`src/rtl/tbs_pkg.sv`:
```
package tbs_pkg;
  typedef enum logic [1:0] {
    BKT_HOLD = 2'd0,
    BKT_ADD  = 2'd1,
    BKT_TAKE = 2'd2
  } bkt_op_e;
endpackage

```
`src/rtl/tbs_tick_gen.sv`:
```
module tbs_tick_gen #(
  parameter int PERIOD_W = 16
) (
  input  logic                clk,
  input  logic                rst,
  input  logic [PERIOD_W-1:0] cfg_period,
  output logic                tick
);
  logic [PERIOD_W-1:0] cnt;
  logic [PERIOD_W-1:0] reload;

  assign reload = (cfg_period == '0) ? '0 : cfg_period - 1'b1;
  assign tick   = (cnt == '0);

  always_ff @(posedge clk) begin
    if (rst) begin
      cnt <= reload;
    end else if (cnt == '0) begin
      cnt <= reload;
    end else begin
      cnt <= cnt - 1'b1;
    end
  end

  AST_TICK_GAP: assert property (@(posedge clk) disable iff (rst)
    (tick && cfg_period > 1) |=> !tick);
endmodule

```
`src/rtl/tbs_bucket.sv`:
```
module tbs_bucket
  import tbs_pkg::*;
#(
  parameter int COUNT_W = 8
) (
  input  logic               clk,
  input  logic               rst,
  input  logic [COUNT_W-1:0] cfg_capacity,
  input  logic               tick,
  input  logic               take,
  output logic [COUNT_W-1:0] count
);
  bkt_op_e op;

  always_comb begin
    op = BKT_HOLD;
    if (tick && take) begin
      op = BKT_HOLD;
    end else if (tick && (count < cfg_capacity)) begin
      op = BKT_ADD;
    end else if (take) begin
      op = BKT_TAKE;
    end
  end

  always_ff @(posedge clk) begin
    if (rst) begin
      count <= cfg_capacity;
    end else begin
      unique case (op)
        BKT_ADD:  count <= count + 1'b1;
        BKT_TAKE: count <= count - 1'b1;
        default:  count <= count;
      endcase
    end
  end

  AST_NO_OVERFLOW: assert property (@(posedge clk) disable iff (rst)
    (tick && !take && count >= cfg_capacity) |=> $stable(count));
  AST_TAKE_ONE: assert property (@(posedge clk) disable iff (rst)
    (take && !tick) |=> (count == $past(count) - 1'b1));
  AST_TICK_TAKE_CANCEL: assert property (@(posedge clk) disable iff (rst)
    (take && tick) |=> $stable(count));
endmodule

```
`src/rtl/tbs_gate.sv`:
```
module tbs_gate #(
  parameter int COUNT_W = 8
) (
  input  logic [COUNT_W-1:0] count,
  input  logic               in_valid,
  input  logic               out_ready,
  output logic               in_ready,
  output logic               out_valid,
  output logic               take
);
  logic has_token;

  assign has_token = (count != '0);
  assign out_valid = in_valid && has_token;
  assign in_ready  = out_ready && has_token;
  assign take      = out_valid && out_ready;
endmodule

```
`src/rtl/token_bucket_shaper.sv`:
```
module token_bucket_shaper #(
  parameter int COUNT_W  = 8,
  parameter int PERIOD_W = 16
) (
  input  logic                clk,
  input  logic                rst,
  input  logic [PERIOD_W-1:0] cfg_period,
  input  logic [COUNT_W-1:0]  cfg_capacity,
  input  logic                in_valid,
  output logic                in_ready,
  output logic                out_valid,
  input  logic                out_ready,
  output logic [COUNT_W-1:0]  token_count
);
  logic tick;
  logic take;

  tbs_tick_gen #(.PERIOD_W(PERIOD_W)) i_tick (
    .clk        (clk),
    .rst        (rst),
    .cfg_period (cfg_period),
    .tick       (tick)
  );

  tbs_gate #(.COUNT_W(COUNT_W)) i_gate (
    .count     (token_count),
    .in_valid  (in_valid),
    .out_ready (out_ready),
    .in_ready  (in_ready),
    .out_valid (out_valid),
    .take      (take)
  );

  tbs_bucket #(.COUNT_W(COUNT_W)) i_bucket (
    .clk          (clk),
    .rst          (rst),
    .cfg_capacity (cfg_capacity),
    .tick         (tick),
    .take         (take),
    .count        (token_count)
  );

  AST_EMPTY_HOLDS: assert property (@(posedge clk) disable iff (rst)
    (token_count == '0) |-> (!out_valid && !in_ready));
  AST_PASS_ONLY_VALID: assert property (@(posedge clk) disable iff (rst)
    out_valid |-> in_valid);
endmodule

```
`config.mk`:
```
export PLATFORM = sky130hd
export DESIGN_NAME = token_bucket_shaper
export DESIGN_NICKNAME = d
export VERILOG_FILES = /design/src/rtl/tbs_pkg.sv /design/src/rtl/tbs_tick_gen.sv /design/src/rtl/tbs_bucket.sv /design/src/rtl/tbs_gate.sv /design/src/rtl/token_bucket_shaper.sv
export SDC_FILE = /design/constraint.sdc
export NUM_CORES = 1
export LEC_CHECK = 0
export ABC_AREA = 1
export BUFFER_PORTS_ARGS = -buffer_cell sky130_fd_sc_hd__buf_4
export CAP_MARGIN = 15
export CORE_MARGIN = 3
export CORE_UTILIZATION = 45
export CTS_CLUSTER_SIZE = 14
export DETAILED_ROUTE_END_ITERATION = 12
export PLACE_DENSITY = 0.68
export SLEW_MARGIN = 20
export SYNTH_ARGS = -nofsm -noshare
export SYNTH_HDL_FRONTEND = slang
export SYNTH_SLANG_ARGS = --single-unit
```
`constraint.sdc`:
```
create_clock -name clk -period 4.7 [get_ports clk]
set_clock_uncertainty 0.05 [all_clocks]
set_input_delay 0.705 -clock clk [delete_from_list [all_inputs] [get_ports clk]]
set_output_delay 0.705 -clock clk [all_outputs]
set_load 0.01 [all_outputs]
```
Yosys cells after proc, flatten, opt, wreduce, memory -nomap -nowiden
Index checks and enable logic that the tools add are counted.
{ "word_totals": {"regBits": 24, "in_bits": 28, "word_cells": 26} }
{ "op_classes": {"add_sub_neg": 4, "n_lt_le_gt_ge": 1, "n_eq_ne": 2, "n_mux": 8, "n_reduce_logical": 9} }
{ "op_table": {"columns": ["operator", "n"], "rows": [
  ["16-bit two-way mux", 3],
  ["16-bit logical NOT", 2],
  ["16-bit by 1-bit subtractor with 16-bit output, second input constant", 2],
  ["8-bit case mux with 2 select lines", 1],
  ["8-bit by 1-bit adder with 8-bit output, second input constant", 1],
  ["8-bit less-than comparator", 1],
  ["8-bit two-way mux", 1],
  ["8-bit nonzero test", 1],
  ["8-bit by 1-bit subtractor with 8-bit output, second input constant", 1],
  ["2-bit two-way mux", 3],
  ["1-bit logical AND", 5],
  ["3-bit nonzero test", 1],
  ["2-bit by 1-bit equality test with 1-bit output, second input constant", 1],
  ["2-bit equality test, second input constant", 1]
]} }

Logic depth before layout (Yosys ltp)
Gate-level depths: netlist of run 1.
{ "logic_depth": {"depth_word": 9, "ltp_mapped": 17, "depth_no_buf": 17} }

By module
A second synthesis of run 1 with hierarchy kept.
{ "hier_totals": {"cells_unflattened": 377, "hier_area_um2": 2371.0} }
{ "by_module_without_submodules": {"columns": ["mod", "instances", "cells_per_inst", "area_per_inst_um2"], "rows": [
  ["tbs_tick_gen", 1, 235, 1408.9],
  ["tbs_bucket", 1, 130, 908.4],
  ["tbs_gate", 1, 12, 53.8]
]} }

Worst setup path after synthesis of run 1
No wires, ideal clock.
{ "synth_path": {"path_kind": "input to register", "start": "in out_ready", "end": "reg i_bucket.count[5] (data pin)", "arrival_time_ns": 2.431, "required_ns": 4.396, "path_slack_ns": 1.966, "cell_stages": 14, "path_buffers": 0, "path_cell_list": "inv_1 -> nor2_1 -> nand3_2 -> inv_1 -> ha_1 -> a21oi_1 -> nand2_1 -> nand2_1 -> nand2_1 -> nand2_1 -> nand2_1 -> or2_2 -> nand3_1 -> nand2_1"} }
{ "synth_via": {"elab_chain_cells": 7, "elab_cells_between_ends": 9} }
{ "synth_rtl": {"columns": ["element", "line", "text"], "rows": [
  ["start: declaration", "token_bucket_shaper.sv:12", "input logic out_ready,"],
  ["1-bit logical AND (*)", "tbs_gate.sv:16", "assign take = out_valid && out_ready;"],
  ["2-bit two-way mux", "tbs_bucket.sv:21", "end else if (take) begin"],
  ["2-bit two-way mux", "tbs_bucket.sv:19", "end else if (tick && (count < cfg_capacity)) begin"],
  ["2-bit two-way mux (*)", "tbs_bucket.sv:17", "if (tick && take) begin"],
  ["2-bit equality test or 2-bit by 1-bit equality test with 1-bit output (tied branches)", "tbs_bucket.sv:30", "unique case (op)"],
  ["8-bit case mux with 2 select lines (*)", "tbs_bucket.sv:30", null],
  ["8-bit two-way mux (*)", "tbs_bucket.sv:27", "if (rst) begin"],
  ["end signal: assignment", "tbs_bucket.sv:28", "count <= cfg_capacity;"],
  ["end signal: assignment", "tbs_bucket.sv:31", "BKT_ADD: count <= count + 1'b1;"],
  ["end signal: assignment", "tbs_bucket.sv:32", "BKT_TAKE: count <= count - 1'b1;"],
  ["end: declaration", "tbs_bucket.sv:11", "output logic [COUNT_W-1:0] count"]
]} }
Every way passes the cells marked *; elsewhere a longest branch is shown, timed or not.
A chain may end at the register's enable or synchronous reset.

Worst setup path after layout of run 1
{ "layout_path": {"start": "reg i_tick.cnt[0]", "end": "reg i_bucket.count[5] (data pin)"} }
{ "layout_via": {"elab_chain_cells": 7, "elab_cells_between_ends": 9} }
{ "layout_rtl": {"columns": ["element", "line", "text"], "rows": [
  ["start: declaration", "tbs_tick_gen.sv:9", "logic [PERIOD_W-1:0] cnt;"],
  ["start signal: assignment", "tbs_tick_gen.sv:17", "cnt <= reload;"],
  ["start signal: assignment", "tbs_tick_gen.sv:19", "cnt <= reload;"],
  ["start signal: assignment", "tbs_tick_gen.sv:21", "cnt <= cnt - 1'b1;"],
  ["16-bit logical NOT (*)", "tbs_tick_gen.sv:13", "assign tick = (cnt == '0);"],
  ["1-bit logical AND", "tbs_bucket.sv:19", null],
  ["2-bit two-way mux", "tbs_bucket.sv:19", null],
  ["2-bit two-way mux (*)", "tbs_bucket.sv:17", null],
  ["2-bit equality test or 2-bit by 1-bit equality test with 1-bit output (tied branches)", "tbs_bucket.sv:30", null],
  ["8-bit case mux with 2 select lines (*)", "tbs_bucket.sv:30", null],
  ["8-bit two-way mux (*)", "tbs_bucket.sv:27", null]
]} }
Marked as above.

==> metrics.md, run 1 <==
| Metric | Value |
|---|---|
| Routed WL | 4.29 mm |
| Finished Layout Cells | 373 |
| Reg power frac | 40.4% |
| GRT overflow | 0 |
| Hold slack | 0.457 ns |
| Synthesis-stage register bit count | 24 |
| Critical Path Start | i_tick.cnt[0] |
| Resize count post-CTS | 0 |
| CTS Buffer Depth | 2 |
| Combinational Power Share | 32.2% |
| Power Internal | 461 µW |
| Arrival time at the worst endpoint | 2.81 ns |
| Mean Syn Cell Area | 7.21 µm² |
| Most frequent cells in the layout | nand2_1 (60), inv_1 (40), nor2_1 (38), buf_4 (37), nand3_1 (22) |
| Status | completed |
| Psw | 222 µW |
| Post-Synthesis Cell Area | 0.00205 mm² |
| Crit Path Category | flop to flop |
| Final HPWL DP | 3.47 mm |
| Clock power share | 27.4% |
| Vias post-DR | 1902 |
| Crit. End Element | flop |
| Cts hold-fix bufs | 0 |
| Rel. slew slack | 63.1% |
| Share of cells above drive strength 1 | 20.7% |
| Commonest non-fill, non-tap cell in the layout | nand2_1 |
| Fin worst setup slack | 1.88 ns |
| Post-Place Cells | 369 |
| Critical Path Sink | i_bucket.count[5] |
| CTS tree | built |
| Antenna diode instance count | 0 |
| Power per cell area | 280 mW/mm² |
| Worst-margin pin slew | 0.549 ns |
| Global placement routability congestion | 0.792 |
| Die Ht | 73.6 µm |
| Largest net degree at the start of global routing | 15 |
| Vias in the first global route | 1829 |
| Post-synthesis sequential area ratio | 27.3% |
| Leak pwr | 1.20 nW |
| Reg2Reg Capture Point | i_bucket.count[5] |
| Fin. Hold Viols | 0 |
| Crit path max fanout | 6 |
| DRC Markers | 0 |
| Synth-to-layout area growth | 18.8% |
| Setup TNS | 0 ns |
| Root Buffer | clkbuf_8 |
| Post-route ant nets | 0 |
| Max-slew violation count | 0 |
| IO Count | 38 |
| Core area | 0.00420 mm² |
| Required @ worst endpoint | 4.69 ns |
| Tot GR Track Use | 17.4% |
| Worst-path clk slew | 0.09 ns |
| Number of max-cap violations | 0 |
| Worst reg-to-reg setup slack | 1.88 ns |
| Post-place setup slack | 1.80 ns |
| R2r worst-path depth | 17 |
| Final min period | 2.82 ns |
| Vias per cell | 5.10 |
| Die area | 0.00541 mm² |
| First-pass detailed-route iteration total | 4 |
| Rows | 23 |
| Starting DRT DRC Count | 84 |
| CTS Buf Count | 3 |
| Worst-Skew Late Latency | 0.27 ns |
| Tcrit/Tclk final | 60.1% |
| Final nets | 368 |
| First-pass GRT wire length | 7.47 mm |
| Initial antenna violation count | 0 |
| RSZ-0062 raised after global routing | false |
| Chip width | 73.6 µm |
| Initial Util | 48.9% |
| Synth cell types | 33 |
| HP Class | flop to flop |
| Peak supply drop | 119 µV |
| Synthesis Warnings | 0 |
| Total setup buffers inserted after CTS | 0 |
| Wirelength per Cell | 11.5 µm |
| Fillcell total | 408 |
| F_max | 354 MHz |
| Synth Instances | 285 |
| Port Buffers | 37 |
| Worst setup SP type | flop |
| TritonCTS sink count | 24 |
| Mapped Nets | 329 |
| Reg2Reg Launch Point | i_tick.cnt[0] |
| H-tree depth | 1 |
| Setup Viol. Count Final | 0 |
| Switching Share | 32.5% |
[per-layer routing]
layer	share of wire (%)	GRT usage [%]	vias up
met1	45	19.7	851
met4	1.2	6.84	0
li1	-	-	1006
met5	0	0	-
met3	4.7	1.78	4
met2	49	32.8	41
[stage by stage]
step	cell area (µm²)	util, %	total power, mW
after floorplan	2050	-	0.431
after global placement	2370	56.4	0.499
after detailed placement	2370	56.4	0.504
after CTS	2440	58.1	0.689
after global routing	2440	58.1	0.733
final	2440	58.1	0.684
[cell usage after synthesis (all sizes together)]
library cell	n	area share, %
or2	2	0.61
o22ai	11	5.8
nand3	23	5.8
dfxtp	16	16
nor2	42	8.4
a21oi	9	2.2
a22oi	1	0.37
nor3	5	1.5
a31o	1	0.43
nand4	6	2.1
nand2	64	13
o21ai	11	3.0
ha	15	9.1
buf	3	1.3
a31oi	1	0.30
fa	1	0.97
xnor2	11	4.7
inv	42	7.7
xor2	12	5.1
edfxtp	8	12
nand3b	1	0.37
[layout make-up]
| type | instances | area (µm²) | share of cell area (%) |
|---|---|---|---|
| multi-input combinational | 216 | 1310 | 53.7 |
| sequential | 24 | 561 | 23.0 |
| timing repair buffer | 37 | 278 | 11.4 |
| inverter | 42 | 158 | 6.46 |
| tap | 50 | 62.6 | 2.56 |
| clock buffer | 3 | 41.3 | 1.69 |
| clock inverter | 1 | 30.0 | 1.23 |
[power groups by stage]
stage / registers (mW) / clock network (mW) / logic, mW
after floorplan: 0.278 / 0 / 0.153
after global placement: 0.280 / 0 / 0.219
final: 0.276 / 0.187 / 0.220
after global routing: 0.281 / 0.195 / 0.257
after detailed placement: 0.281 / 0 / 0.222
after CTS: 0.276 / 0.190 / 0.223
[kinds of logic (layout without fill, tap and decap cells)]
| family | count (synthesis) | after routing | share of synthesized area, % |
|---|---|---|---|
| compound gates | 34 | 34 | 12.1 |
| xor+xnor | 23 | 23 | 9.80 |
| fa+ha+maj | 16 | 16 | 10.1 |
| buf+inv | 45 | 83 | 8.95 |
| flops | 24 | 24 | 27.3 |
| simple gates | 143 | 143 | 31.7 |
[worst max-delay path, stage by stage (launching register included)]
cell and delay, ns:
dfxtp_1 0.37, inv_1 0.07, ha_1 0.22, nand2_1 0.17
nor2_2 0.08, nand2_4 0.10, nand3_2 0.12, inv_1 0.20
ha_1 0.31, a21oi_1 0.16, nand2_1 0.10, nand2_1 0.09
nand2_1 0.05, nand2_1 0.05, nand2_1 0.05, or2_2 0.27
nand3_1 0.07, nand2_1 0.06
[registers in the layout (all words and copies together) (netlist names)]
| name | count |
|---|---|
| i_tick.cnt | 16 |
| i_bucket.count | 8 |
[worst min path at each step]
stage | slack (ns) | endpoint | cells past startpoint | startpoint
final | 0.46 | i_tick.cnt[0] | 1 | i_tick.cnt[0]
after global placement | 0.43 | i_tick.cnt[0] | 1 | i_tick.cnt[0]
after floorplan | 0.42 | i_tick.cnt[0] | 1 | i_tick.cnt[0]
after detailed placement | 0.45 | i_tick.cnt[0] | 1 | i_tick.cnt[0]
after global routing | 0.48 | i_tick.cnt[0] | 1 | i_tick.cnt[0]
after CTS | 0.46 | i_tick.cnt[0] | 1 | i_tick.cnt[0]
No activity file was read; power rests on OpenSTA's default activity.
==> run 2: changes to the inputs <==
- PLACE_DENSITY: 0.68 -> 0.7
- clock period: 4.7 -> 2.4 ns (I/O delays scaled with it)
==> run 2 against run 1 <==
Critical endpoint unchanged. Critical path type unchanged. Highest routed layer unchanged. Critical path depth down 1. Register-to-register slack worse by 1.8 ns. Total power up 120%. Cell area increased by 14%. Largest cell class unchanged. Sequential power is 92% higher. Routed wire length increased by 15%.
==> metrics.md, run 2 (synthesized netlist as in run 1, its figures left out) <==
| Metric | Value |
|---|---|
| Crit. End Element | flop |
| Leak pwr | 1.32 nW (+9.7%) |
| Top flop regs | i_tick.cnt: 16 flops, i_bucket.count: 8 flops |
| Reg2Reg Launch Point | i_tick.cnt[12] |
| Worst-margin pin slew | 0.542 ns (-0.00713 ns) |
| First-pass GRT wire length | 7.82 mm (+4.7%) |
| Crit Path Category | flop to flop |
| Finished Layout Cells | 392 (+5.1%) |
| Max-slew violation count | 0 (unchanged) |
| Largest register FFs | 16 (unchanged) |
| Vias per cell | 5.07 (-0.54%) |
| Port Buffers | 37 (unchanged) |
| Commonest non-fill, non-tap cell in the layout | buf_4 |
| Rows | 23 (unchanged) |
| CTS tree | built |
| Share of cells above drive strength 1 | 34.8% (+14 points) |
| Global placement routability congestion | 0.792 (about the same) |
| Most frequent cells in the layout | buf_4 (56), nand2_1 (52), inv_1 (35), nor2_1 (33), nand3_1 (18) |
| F_max | 433 MHz (+22%) |
| Largest net degree at the start of global routing | 15 (unchanged) |
| First-pass detailed-route iteration total | 5 (+1) |
| Peak supply drop | 252 µV (+110%) |
| IO Count | 38 (unchanged) |
| GRT overflow | 0 (unchanged) |
| Die Ht | 73.6 µm (unchanged) |
| Hold path start | cfg_period[0] |
| Initial antenna violation count | 0 (unchanged) |
| Reg2Reg Capture Point | i_bucket.count[5] |
| Final nets | 387 (+5.2%) |
| Status | completed |
| RSZ-0062 raised after global routing | true |
| H-tree depth | 1 (unchanged) |
| Initial Util | 48.9% (unchanged) |
| Worst-Skew Late Latency | 0.27 ns (about the same) |
| Chip width | 73.6 µm (unchanged) |
| Tcrit/Tclk final | 96.3% (+36 points) |
| Vias post-DR | 1988 (+4.5%) |
| Worst reg-to-reg setup slack | 0.09 ns (-1.79 ns) |
| Arrival time at the worst endpoint | 2.30 ns (-0.51 ns) |
| DRC Markers | 0 (unchanged) |
| Root Buffer | clkbuf_8 |
| Worst setup SP type | flop |
| R2r worst-path depth | 16 (-1) |
| Final HPWL DP | 3.78 mm (+8.9%) |
| Rel. slew slack | 63.6% (+0.48 points) |
| Number of max-cap violations | 0 (unchanged) |
| Post-Place Cells | 383 (+3.8%) |
| Wirelength per Cell | 12.6 µm (+9.8%) |
| Fin worst setup slack | 0.0883 ns (-1.79 ns) |
| TritonCTS sink count | 24 (unchanged) |
| Worst-path clk slew | 0.09 ns (about the same) |
| Critical Path Start | i_tick.cnt[12] |
| CTS Buf Count | 3 (unchanged) |
| Post-route ant nets | 0 (unchanged) |
| Die area | 0.00541 mm² (unchanged) |
| Required @ worst endpoint | 2.39 ns (-2.30 ns) |
| CTS Buffer Depth | 2 (unchanged) |
| Power per cell area | 532 mW/mm² (+90%) |
| Vias in the first global route | 1914 (+4.6%) |
| Fillcell total | 383 (-6.1%) |
| Critical Path Sink | i_bucket.count[5] |
| Crit path max fanout | 6 (unchanged) |
| Register with the most flip-flops | i_tick.cnt |
| Synth-to-layout area growth | 34.8% |
| Starting DRT DRC Count | 94 (+12%) |
| Final min period | 2.31 ns (-0.513 ns) |
| Fin. Hold Viols | 0 (unchanged) |
| Setup Viol. Count Final | 0 (unchanged) |
| Core area | 0.00420 mm² (unchanged) |
| Tot GR Track Use | 18.3% (+0.93 points) |
| Antenna diode instance count | 0 (unchanged) |
| HP Class | input port to flop |
| Routed WL | 4.95 mm (+15%) |
| Post-place setup slack | -0.0274 ns (-1.82 ns) |
run 2: cell types whose count changed in the layout (fill, tap and decap cells not counted), moves of 3 or more:
| cell | before | now |
|---|---|---|
| ha_4 | 0 | 6 |
| buf_4 | 37 | 56 |
| ha_1 | 15 | 9 |
| nand3_1 | 22 | 18 |
| dfxtp_2 | 0 | 3 |
| nand2_1 | 60 | 52 |
| nor2_4 | 1 | 5 |
| dfxtp_1 | 16 | 13 |
| nand2_2 | 1 | 8 |
| inv_2 | 2 | 6 |
| nor2_1 | 38 | 33 |
| inv_1 | 40 | 35 |
run 2: worst min-delay path by stage:
stage / endpoint / slack [ns] / cells past startpoint
after global routing: i_tick.cnt[0] / 0.22 / 2
after CTS: i_tick.cnt[0] / 0.22 / 2
after global placement: i_tick.cnt[0] / 0.43 / 1
after floorplan: i_tick.cnt[0] / 0.41 / 1
after detailed placement: i_tick.cnt[0] / 0.44 / 1
final: i_tick.cnt[0] / 0.22 / 2
run 2: timing repair:
item / in CTS / in global routing
setup buffers: 2 / 3
hold endpoints to repair: 0 / 0
gates resized for setup: 5 / 34
endpoints found under the setup margin: 2 / 3
gates cloned: 0 / 0
hold buffers: 0 / 0
pin swaps: 6 / 8
run 2: layout make-up:
cell class	instances	area [µm²]	area share, %
Inverter	42	165	5.96
Clock inverter	1	30.0	1.08
Sequential cell	24	564	20.4
Multi-Input combinational cell	216	1490	53.7
Timing Repair Buffer	56	420	15.2
Clock buffer	3	41.3	1.49
Tap cell	50	62.6	2.26
run 2: critical path: stages, from the launching register on:
cell and delay (ns):
dfxtp_1 0.35, nor2_1 0.18, nand2_1 0.13, nor2_4 0.11, nand2_4 0.07, nand3_4 0.11, inv_8 0.06, ha_4 0.25
a21oi_2 0.13, nand2_2 0.08, nand2_2 0.06, nand2_1 0.05, nand2_1 0.05, nand2_1 0.07, or2_4 0.23, nand3_2 0.06
nand2_1 0.05
run 2: power by group:
| part | internal, mW | total, mW | switching (mW) | leakage (nW) |
|---|---|---|---|---|
| combinational | 0.279 | 0.581 | 0.302 | 1.07 |
| sequential | 0.482 | 0.530 | 0.0479 | 0.216 |
| clock | 0.223 | 0.362 | 0.139 | 0.0357 |
run 2: through the flow:
stage / utilization (%) / area [µm²] / total power, mW / hold slack (ns) / setup TNS (ns)
detailed placement: 59.6 / 2510 / 1.04 / 0.445 / -0.0274
global route: 65.9 / 2770 / 1.57 / 0.218 / -0.101
global placement: 59.6 / 2510 / 1.03 / 0.433 / 0
floorplan: - / 2090 / 0.853 / 0.413 / 0
finish: 65.9 / 2770 / 1.47 / 0.222 / 0
CTS: 62.2 / 2610 / 1.41 / 0.220 / 0
run 2: routing by layer:
layer | GRT usage [%] | share of wire, %
met5 | 0 | 0
met4 | 7.85 | 3.1
met3 | 2.05 | 3.7
met2 | 35.5 | 52
met1 | 19.6 | 41
